==> src/rtl/ewc_pkg.sv <==
package ewc_pkg;

  typedef enum logic [1:0] {
    PH_IDLE = 2'd0,
    PH_ADDR = 2'd1,
    PH_WAIT = 2'd2,
    PH_DATA = 2'd3
  } ewcPhase_e;

  // strobes from the sequencer to the datapath
  typedef struct packed {
    logic capture;
    logic addrPhase;
    logic waitPhase;
    logic dataPhase;
  } ewcStrobe_t;

  localparam logic [1:0] SZ_WORD = 2'b00;
  localparam logic [1:0] SZ_BYTE = 2'b01;
  localparam logic [1:0] SZ_HALF = 2'b10;

endpackage

==> src/rtl/ewc_control.sv <==
module ewc_control
  import ewc_pkg::*;
#(
  parameter int MAX_WAIT = 8
) (
  input  logic       clk,
  input  logic       rstN,
  input  logic       reqValid,
  input  logic       anyAck,
  output ewcStrobe_t stb,
  output logic       reqReady,
  output logic       reqDone,
  output logic       reqErr
);

  localparam int CNT_W = $clog2(MAX_WAIT + 1);
  localparam logic [CNT_W-1:0] LAST_WAIT = CNT_W'(MAX_WAIT - 1);

  ewcPhase_e        state, stateNxt;
  logic [CNT_W-1:0] waitCnt, waitNxt;
  logic             errFlag, errNxt;

  always_ff @(posedge clk or negedge rstN) begin
    if (!rstN) begin
      state   <= PH_IDLE;
      waitCnt <= '0;
      errFlag <= 1'b0;
    end else begin
      state   <= stateNxt;
      waitCnt <= waitNxt;
      errFlag <= errNxt;
    end
  end

  always_comb begin
    stateNxt = state;
    waitNxt  = waitCnt;
    errNxt   = errFlag;
    case (state)
      PH_IDLE: if (reqValid) stateNxt = PH_ADDR;
      PH_ADDR: begin
        waitNxt  = '0;
        errNxt   = 1'b0;
        stateNxt = anyAck ? PH_DATA : PH_WAIT;
      end
      PH_WAIT: begin
        if (anyAck) begin
          stateNxt = PH_DATA;
        end else if (waitCnt == LAST_WAIT) begin
          stateNxt = PH_DATA;
          errNxt   = 1'b1;
        end else begin
          waitNxt = waitCnt + 1'b1;
        end
      end
      PH_DATA: stateNxt = PH_IDLE;
      default: stateNxt = PH_IDLE;
    endcase
  end

  assign stb.capture   = (state == PH_IDLE) && reqValid;
  assign stb.addrPhase = (state == PH_ADDR);
  assign stb.waitPhase = (state == PH_WAIT);
  assign stb.dataPhase = (state == PH_DATA);

  assign reqReady = (state == PH_IDLE);
  assign reqDone  = (state == PH_DATA);
  assign reqErr   = (state == PH_DATA) && errFlag;

  assert_ack_skips_wait_R4: assert property (@(posedge clk) disable iff (!rstN)
    (state == PH_ADDR && anyAck) |=> (state == PH_DATA));

  assert_wait_bound_R10: assert property (@(posedge clk) disable iff (!rstN)
    (state == PH_WAIT) |-> (waitCnt <= LAST_WAIT));

  assert_done_pulse_R9: assert property (@(posedge clk) disable iff (!rstN)
    reqDone |=> (!reqDone && reqReady));

  assert_wait_ack_ends_R5: assert property (@(posedge clk) disable iff (!rstN)
    (state == PH_WAIT && anyAck) |=> (reqDone && !reqErr));

endmodule

==> src/rtl/ewc_datapath.sv <==
module ewc_datapath
  import ewc_pkg::*;
#(
  parameter int ADDR_W = 32,
  parameter int DATA_W = 32
) (
  input  logic              clk,
  input  logic              rstN,
  input  ewcStrobe_t        stb,
  input  logic [ADDR_W-1:0] reqAddr,
  input  logic [DATA_W-1:0] reqData,
  input  logic [1:0]        reqSize,
  input  logic [2:0]        reqType,
  input  logic              reqCsEn,
  output logic [ADDR_W-1:0] busAddr,
  output logic [1:0]        busSize,
  output logic [2:0]        busType,
  output logic              busCsN,
  output logic              busOeN,
  output logic              busRwN,
  output logic [DATA_W/8-1:0] busBeN,
  output logic [DATA_W-1:0] busDataOut,
  output logic [DATA_W/8-1:0] busDataOe
);

  localparam int LANES = DATA_W / 8;
  localparam int IDX_W = $clog2(LANES);

  logic [ADDR_W-1:0] addrQ;
  logic [DATA_W-1:0] dataQ;
  logic [1:0]        sizeQ;
  logic [2:0]        typeQ;
  logic              csQ;
  logic [LANES-1:0]  beQ;

  logic [IDX_W:0]    nBytes;
  logic [IDX_W-1:0]  offset;
  logic [LANES-1:0]  beNew;
  logic              active;
  logic              driveData;

  // byte count and aligned lane offset of the new request
  always_comb begin
    case (reqSize)
      SZ_BYTE: nBytes = (IDX_W + 1)'(1);
      SZ_HALF: nBytes = (IDX_W + 1)'(2);
      default: nBytes = (IDX_W + 1)'(LANES);
    endcase
    offset = reqAddr[IDX_W-1:0] & ~(nBytes[IDX_W-1:0] - 1'b1);
  end

  always_ff @(posedge clk or negedge rstN) begin
    if (!rstN) begin
      addrQ <= '0;
      dataQ <= '0;
      sizeQ <= '0;
      typeQ <= '0;
      csQ   <= 1'b0;
      beQ   <= '0;
    end else if (stb.capture) begin
      addrQ <= reqAddr;
      dataQ <= reqData;
      sizeQ <= reqSize;
      typeQ <= reqType;
      csQ   <= reqCsEn;
      beQ   <= beNew;
    end
  end

  assign active    = stb.addrPhase | stb.waitPhase | stb.dataPhase;
  assign driveData = stb.waitPhase | stb.dataPhase;

  assign busAddr = active ? addrQ : '0;
  assign busSize = active ? sizeQ : 2'b00;
  assign busType = active ? typeQ : 3'b000;
  assign busCsN  = !(active && csQ);
  assign busRwN  = !active;
  assign busOeN  = 1'b1;
  assign busBeN  = active ? ~beQ : '1;

  // lane k counts from the most significant byte (big-endian)
  for (genvar k = 0; k < LANES; k++) begin : g_lane
    localparam logic [IDX_W:0] LANE_K = (IDX_W + 1)'(k);
    localparam int BIT = LANES - 1 - k;
    assign beNew[BIT] = (LANE_K >= {1'b0, offset}) &&
                        (LANE_K < ({1'b0, offset} + nBytes));
    assign busDataOe[BIT] = driveData & beQ[BIT];
    assign busDataOut[BIT*8 +: 8] = busDataOe[BIT] ? dataQ[BIT*8 +: 8] : 8'h00;
  end

  assert_ctrl_hold_R8: assert property (@(posedge clk) disable iff (!rstN)
    (stb.waitPhase || stb.dataPhase) |->
      ($stable(busAddr) && $stable(busSize) && $stable(busType) &&
       $stable(busCsN) && $stable(busRwN) && $stable(busBeN)));

  assert_data_hold_R8: assert property (@(posedge clk) disable iff (!rstN)
    (stb.dataPhase && $past(stb.waitPhase)) |-> $stable(busDataOut));

  assert_be_count_R3: assert property (@(posedge clk) disable iff (!rstN)
    stb.addrPhase |-> ($countones(~busBeN) == 1 || $countones(~busBeN) == 2 ||
                       $countones(~busBeN) == LANES));

endmodule

==> src/rtl/xbus_write_master.sv <==
module xbus_write_master
  import ewc_pkg::*;
#(
  parameter int ADDR_W   = 32,
  parameter int DATA_W   = 32,
  parameter int MAX_WAIT = 8
) (
  input  logic                clk,
  input  logic                rstN,
  input  logic                reqValid,
  input  logic [ADDR_W-1:0]   reqAddr,
  input  logic [DATA_W-1:0]   reqData,
  input  logic [1:0]          reqSize,
  input  logic [2:0]          reqType,
  input  logic                reqCsEn,
  output logic                reqReady,
  output logic                reqDone,
  output logic                reqErr,
  input  logic                busAckN,
  input  logic                csAck,
  output logic [ADDR_W-1:0]   busAddr,
  output logic [1:0]          busSize,
  output logic [2:0]          busType,
  output logic                busCsN,
  output logic                busOeN,
  output logic                busRwN,
  output logic [DATA_W/8-1:0] busBeN,
  output logic [DATA_W-1:0]   busDataOut,
  output logic [DATA_W/8-1:0] busDataOe
);

  ewcStrobe_t stb;
  logic       anyAck;

  assign anyAck = !busAckN || csAck;

  ewc_control #(.MAX_WAIT(MAX_WAIT)) u_ctrl (
    .clk      (clk),
    .rstN     (rstN),
    .reqValid (reqValid),
    .anyAck   (anyAck),
    .stb      (stb),
    .reqReady (reqReady),
    .reqDone  (reqDone),
    .reqErr   (reqErr)
  );

  ewc_datapath #(.ADDR_W(ADDR_W), .DATA_W(DATA_W)) u_dp (
    .clk        (clk),
    .rstN       (rstN),
    .stb        (stb),
    .reqAddr    (reqAddr),
    .reqData    (reqData),
    .reqSize    (reqSize),
    .reqType    (reqType),
    .reqCsEn    (reqCsEn),
    .busAddr    (busAddr),
    .busSize    (busSize),
    .busType    (busType),
    .busCsN     (busCsN),
    .busOeN     (busOeN),
    .busRwN     (busRwN),
    .busBeN     (busBeN),
    .busDataOut (busDataOut),
    .busDataOe  (busDataOe)
  );

  assert_be_drop_R8: assert property (@(posedge clk) disable iff (!rstN)
    reqDone |=> (busBeN == '1 && busDataOe == '0));

  assert_addr_phase_R6: assert property (@(posedge clk) disable iff (!rstN)
    (reqReady && reqValid) |=> (!busRwN && busDataOe == '0 && !reqDone));

endmodule

==> config.mk <==
export PLATFORM = sky130hd
export DESIGN_NAME = xbus_write_master
export DESIGN_NICKNAME = d
export VERILOG_FILES = /design/src/rtl/ewc_pkg.sv /design/src/rtl/ewc_control.sv /design/src/rtl/ewc_datapath.sv /design/src/rtl/xbus_write_master.sv
export SDC_FILE = /design/constraint.sdc
export NUM_CORES = 1
export LEC_CHECK = 0
export ABC_CLOCK_PERIOD_IN_PS = 2100
export CELL_PAD_IN_SITES_DETAIL_PLACEMENT = 2
export CELL_PAD_IN_SITES_GLOBAL_PLACEMENT = 2
export CORE_ASPECT_RATIO = 1.2
export CORE_UTILIZATION = 25
export CTS_BUF_LIST = sky130_fd_sc_hd__clkbuf_8
export DETAILED_ROUTE_END_ITERATION = 16
export GPL_ROUTABILITY_DRIVEN = 0
export PLACE_DENSITY_LB_ADDON = 0.12
export SLEW_MARGIN = 25
export SYNTH_ARGS = -nofsm -noshare
export SYNTH_HDL_FRONTEND = slang
export SYNTH_HIERARCHICAL = 1
export SYNTH_SLANG_ARGS = --single-unit
export TNS_END_PERCENT = 1
==> constraint.sdc <==
create_clock -name clk -period 2.1 [get_ports clk]
set_input_delay 0.42 -clock clk [delete_from_list [all_inputs] [get_ports clk]]
set_output_delay 0.42 -clock clk [all_outputs]
set_load 0.02 [all_outputs]
==> Word-level counts from Yosys, hierarchy flattened <==
Index checks and enable logic that the tools add are counted.
{ "word_totals": {"out_inout_bits": 83, "reg_bits": 81, "word_cells": 75, "input_bits": 75} }
{ "op_classes": {"bitwise_logic": 10, "eq_ne": 11, "n_mux": 20, "reduce_logical": 15, "n_lt_le_gt_ge": 7, "addsub": 3} }
{ "ops": {"columns": ["op", "count"], "rows": [
  ["$mux 32", 1],
  ["$mux 8", 4],
  ["$mux 4", 3],
  ["$mux 2", 4],
  ["$ne 2x2->1 const B", 4],
  ["$pmux 2 s4", 1],
  ["$pmux 4 s2", 1],
  ["$eq 2x2->1 const B", 3],
  ["$logic_and 1x1->1", 6],
  ["$lt 1x3->1 const A", 2],
  ["$lt 2x3->1 const A", 2],
  ["$pmux 3 s2", 1],
  ["$reduce_and 3->1", 2],
  ["$add 4x1->4 const B", 1],
  ["$and 1x1->1", 4],
  ["$eq 2x1->1 const B", 2],
  ["$eq 4x3->1 const B", 1],
  ["$ge 1x2->1 const A", 2],
  ["$not 4->4", 1],
  ["$add 2x3->3", 1],
  ["$logic_not 1->1", 3],
  ["$mux 1", 3],
  ["$mux 3", 1],
  ["$ne 3x3->1 const B", 1],
  ["other kinds (10)", 12]
]} }

==> Logic depth before layout (Yosys ltp) <==
Gate-level depths: netlist (run 1).
{ "depth": {"word_depth": 8, "depth_mapped": 8, "ltp_nobuf": 7} }

==> Hierarchy <==
The synthesis (run 1) kept the hierarchy.
{ "by_module_without_submodules": {"columns": ["module", "seq_area_each_um2", "instances", "area_each_um2", "cells_per_inst"], "rows": [
  ["ewc_datapath", 1851.8, 1, 3489.6, 269],
  ["ewc_control", 175.2, 1, 534.3, 50],
  ["xbus_write_master", 0.0, 1, 6.3, 1]
]} }

==> Worst setup path after synthesis (run 1) <==
No wires, ideal clock.
{ "synth_path": {"kind": "reg-to-output", "startpoint": "register u_ctrl.state[0]", "endpoint": "output port busAddr[0]", "arrival_time_ns": 1.705, "path_slack_ns": -0.025, "path_buffers": 3, "stages_incl_launch_ff": 7, "t_required_ns": 1.680, "path_cell_list": "dfrtp_1 ha_1 buf_4 or3_1 buf_6 buf_6 and2_1"} }
{ "synth_via": {"elab_cells_between_ends": 6, "classes_between": "eq/ne (3); mux (1); bitwise (2)"} }
{ "synth_lines": {"columns": ["item", "line", "text"], "rows": [
  ["start, declared", "ewc_control.sv:19", "ewcPhase_e state, stateNxt;"],
  ["start signal, assigned", "ewc_control.sv:29", "state <= stateNxt;"],
  ["$eq 2x2->1", null, null],
  ["via reqDone", "xbus_write_master.sv:17", "output logic reqDone,"],
  ["$or 1x1->1", "ewc_datapath.sv:70", "assign active = stb.addrPhase | stb.waitPhase | stb.dataPhase;"],
  ["$mux 32", "ewc_datapath.sv:73", "assign busAddr = active ? addrQ : '0;"],
  ["end, declared", "xbus_write_master.sv:21", "output logic [ADDR_W-1:0] busAddr,"]
]} }
The timed path passes the listed nets, and every way through them passes these cells.

==> Final worst setup path (run 1) <==
{ "layout_path": {"startpoint": "register u_ctrl.state[1]", "endpoint": "output port busSize[0]"} }
{ "layout_via": {"elab_chain_len": 4, "elab_cells_between_ends": 6, "classes_between": "eq/ne (3); mux (1); bitwise (2)"} }
{ "layout_rtl": {"columns": ["item", "line", "text"], "rows": [
  ["$eq 2x1->1 or $eq 2x2->1 (tied branches)", "ewc_control.sv:62, ewc_control.sv:63", null],
  ["$or 1x1->1", "ewc_datapath.sv:70", null],
  ["$or 1x1->1 *", "ewc_datapath.sv:70", null],
  ["$mux 2 *", "ewc_datapath.sv:74", "assign busSize = active ? sizeQ : 2'b00;"],
  ["end, declared", "xbus_write_master.sv:22", "output logic [1:0] busSize,"]
]} }
Mark *: on every way between the ends. The rest lies on a longest branch, timed or not.

==> results.sh, run 1 <==
export IMPL_final_max_slew_viol_count=0
export IMPL_ant_nets=0
export IMPL_cp_max_fo=6
export IMPL_stdcell_count=718
export IMPL_syn_cell_area_um2=4030
export IMPL_cts_sinks=81
export IMPL_peakVddDrop_v=0.000470
export IMPL_cp_startpoint="u_ctrl/state[1]$_DFFE_PN0P_"
export IMPL_fillers=1684
export IMPL_ys_warn_count=6
export IMPL_avgSynthCellArea_um2=12.6
export IMPL_port_buffers=156
export IMPL_finalSetupViolCount=79
export IMPL_drive_gt1_share_pct=52.5
export IMPL_drv_cap=0
export IMPL_worst_r2r_cell_count=7
export IMPL_vias=3117
export IMPL_grt_pass1_vias=3427
export IMPL_pre_cts_ws_ps=-476
export IMPL_yosysMostFrequentCell="dfrtp_1"
export IMPL_wire_per_inst_um=17.0
export IMPL_syn_nets=405
export IMPL_max_freq_ghz=0.413
export IMPL_start_util_pct=25.7
export IMPL_grtUsageTotal_pct=14.9
export IMPL_remaining_drc_errors=0
export IMPL_overflow=0
export IMPL_fp_dieH_um=141
export IMPL_ys_seq_area_share_pct=50.3
export IMPL_via_per_inst=4.34
export IMPL_drt_iter0_drc=41
export IMPL_syn_inst=320
export IMPL_area_delta_synth_final_pct=57.0
export IMPL_clk_latency_ps=380
export IMPL_yosys_register_bits=81
export IMPL_antenna_found_initial=0
export IMPL_numCtsBuffers=9
export IMPL_cts_tree="yes"
export IMPL_insertedDiodeCount=0
export IMPL_r2r_start="u_ctrl/state[0]$_DFFE_PN0P_"
export IMPL_final_core_util_pct=40.3
export IMPL_worst_path_max_delay_cell="or3_4"
export IMPL_grt_max_degree=82
export IMPL_synth_distinct_cells=40
export IMPL_root_buffer="clkbuf_8"
export IMPL_yosys_top_cells_area="dfrtp_1 50%, mux2_2 20%, and2_1 7.3%, and2_4 5.4%, ha_1 3.1%"
export IMPL_outcome="finished with violations"
export IMPL_ioPinCount=158
export IMPL_cp_end_kind="output port"
export IMPL_hold_slack_ps=57.1
export IMPL_die_area_um2=16600
export IMPL_power_density_nw_per_um2=1740
export IMPL_cts_max_level=3
export IMPL_synth_enable_flop_cells=0
export IMPL_place_area_um2=5960
export IMPL_cp_data_arrival_time_ps=2000
export IMPL_crit_chain="ha_4 > or3_4 > clkbuf_16 > and2_1 > buf_6"
export IMPL_dp_hpwl_mm=8.57
export IMPL_hp_class="in -> async"
export IMPL_synthArstFlopShare_pct=100
export IMPL_min_period_ps=2420
export IMPL_leakagePower_nw=2.93
export IMPL_final_setup_skew_ps=13.0
export IMPL_nets=590
export IMPL_grt_pass1_wl_mm=18.8
export IMPL_crit_path_start_kind="register"
export IMPL_violations="setup timing"
export IMPL_rsz0062_at_grt="true"
export IMPL_critPathRequiredTime_ps=1680
export IMPL_finalCritPeriodShare_pct=115
export IMPL_synth_top_area_share_pct=50.3
export IMPL_rows=50
export IMPL_wl_mm=12.2
export IMPL_placed_cells=691
export IMPL_path_class="reg -> out"
export IMPL_final_area_um2=6330
export IMPL_finalHoldViolCount=0
export IMPL_fp_dieW_um=118
export IMPL_yosys_top_cells_count="81 x dfrtp_1, 72 x mux2_2, 47 x and2_1, 25 x and2_4, 12 x inv_1"
export IMPL_firstDrtPassIters=4
export IMPL_core_um2=15700
export IMPL_clk_pin_slew_ps=90
export IMPL_ys_flop_type="dfrtp_1"
export IMPL_cts_buffer_depth=2
export IMPL_setup_slack_ps=-321
export IMPL_synth_area_leader_cell="dfrtp_1"
export IMPL_max_stage_delay_ps=490
-- per-stage QoR --
step | total power, mW | setup TNS [ps]
2_1_floorplan | 6.43 | 0
3_3_place_gp | 8.95 | -21640
3_5_place_dp | 9.16 | -27020
4_1_cts | 9.99 | -25160
5_1_grt | 11.7 | -25020
6_report | 11.0 | -18150
-- cells by family after synthesis --
kind of cell / Yosys count / share of synthesized area (%)
other: 1 / 0.0930
DFF: 81 / 50.3
muxes: 74 / 20.7
buffers and inverters: 30 / 4.50
and+or+nand+nor: 105 / 17.4
AOI/OAI and AO/OA: 19 / 3.88
adders and majority gates: 10 / 3.10
-- cell usage in the layout, fill, tap and decap left out, types with 2 or more instances in the layout --
cell and count:
clkbuf_8 9, dfrtp_2 2, nand4b_1 2, ha_1 7
inv_1 10, nor2b_1 4, clkbuf_2 4, clkdlybuf4s50_1 72
buf_6 49, buf_8 2, nand2_1 6, and2_1 32
buf_2 23, o21ai_0 2, ha_4 2, nand2b_1 2
and2_4 40, buf_4 32, inv_6 4, buf_12 4
dlygate4sd2_1 2, inv_2 2, clkinv_2 2, nand2_4 4
dfrtp_1 79, mux2_2 72, a31oi_1 2, nor2_1 5
a21oi_1 3, clkbuf_16 3
-- flip-flops by register name, summed over array words and instances (netlist names) --
| register | flops |
|---|---|
| u_ctrl/waitCnt | 4 |
| u_dp/dataQ | 32 |
| u_dp/addrQ | 32 |
| u_dp/sizeQ | 2 |
| u_dp/csQ | 1 |
| u_ctrl/state | 2 |
| u_dp/typeQ | 3 |
| u_ctrl/errFlag | 1 |
| u_dp/beQ | 4 |
-- where the power goes --
part	leakage (nW)	switching, mW	internal [mW]
combinational	1.88	3.18	3.95
clock	0.0908	0.666	0.443
sequential	0.966	0.439	2.33
total	2.93	4.29	6.73
-- layout make-up --
type / count / area, um^2 / area share (%)
multi-input cells: 209 / 1940 / 30.6
flip-flops and latches: 81 / 2030 / 32.1
repair buffers: 192 / 1880 / 29.7
well taps: 208 / 260 / 4.11
inverters: 12 / 45.0 / 0.712
clock inverters: 7 / 52.6 / 0.831
clock buffers: 9 / 124 / 1.96
-- repair_timing --
item                       4_1_cts  5_1_grt
setup endpoints to repair       83       82
hold buffers                     0        0
gates resized for setup        277      184
buffers inserted                 0        7
cloned                           1        3
pin swaps                        1       44
-- path summary, 6_finish.rpt --
kind                                              endpoint  slack [ps]
worst min-delay path            u_dp/addrQ[20]$_DFFE_PN0P_          60
worst max-delay path                            busSize[0]        -320
max in group asynchronous       u_dp/dataQ[13]$_DFFE_PN0P_        1660
min in group clk                u_ctrl/errFlag$_DFFE_PN0P_         490
worst min register to register  u_ctrl/errFlag$_DFFE_PN0P_         490
worst max register to register  u_dp/dataQ[16]$_DFFE_PN0P_         130
-- routing by layer --
layer	track usage [%]	vias to the layer above	wire length, um
met1	16.7	1572	4850
met3	3.28	11	561
met4	6.88	0	188
met2	26.8	92	6630
li1	-	1442	-
met5	0	-	0
-- worst max-delay path, delay by kind of cell (launching register included) --
kind	cells	cell delay (ps)
buf+inv	2	320
fa+ha+maj	1	180
simple gates	2	660
flops	1	470
No activity file was read; power rests on OpenSTA's default activity.
==> inputs of run 2 (changes only) <==
--- a/config.mk
+++ b/config.mk
@@ -11,6 +11,7 @@
 export CORE_ASPECT_RATIO = 1.2
 export CORE_UTILIZATION = 25
 export CTS_BUF_LIST = sky130_fd_sc_hd__clkbuf_8
+export CTS_CLUSTER_SIZE = 8
 export DETAILED_ROUTE_END_ITERATION = 16
 export GPL_ROUTABILITY_DRIVEN = 0
 export PLACE_DENSITY_LB_ADDON = 0.12
==> results of run 2 <==
Final layout, timing and power as in run 1 (identical DEF).
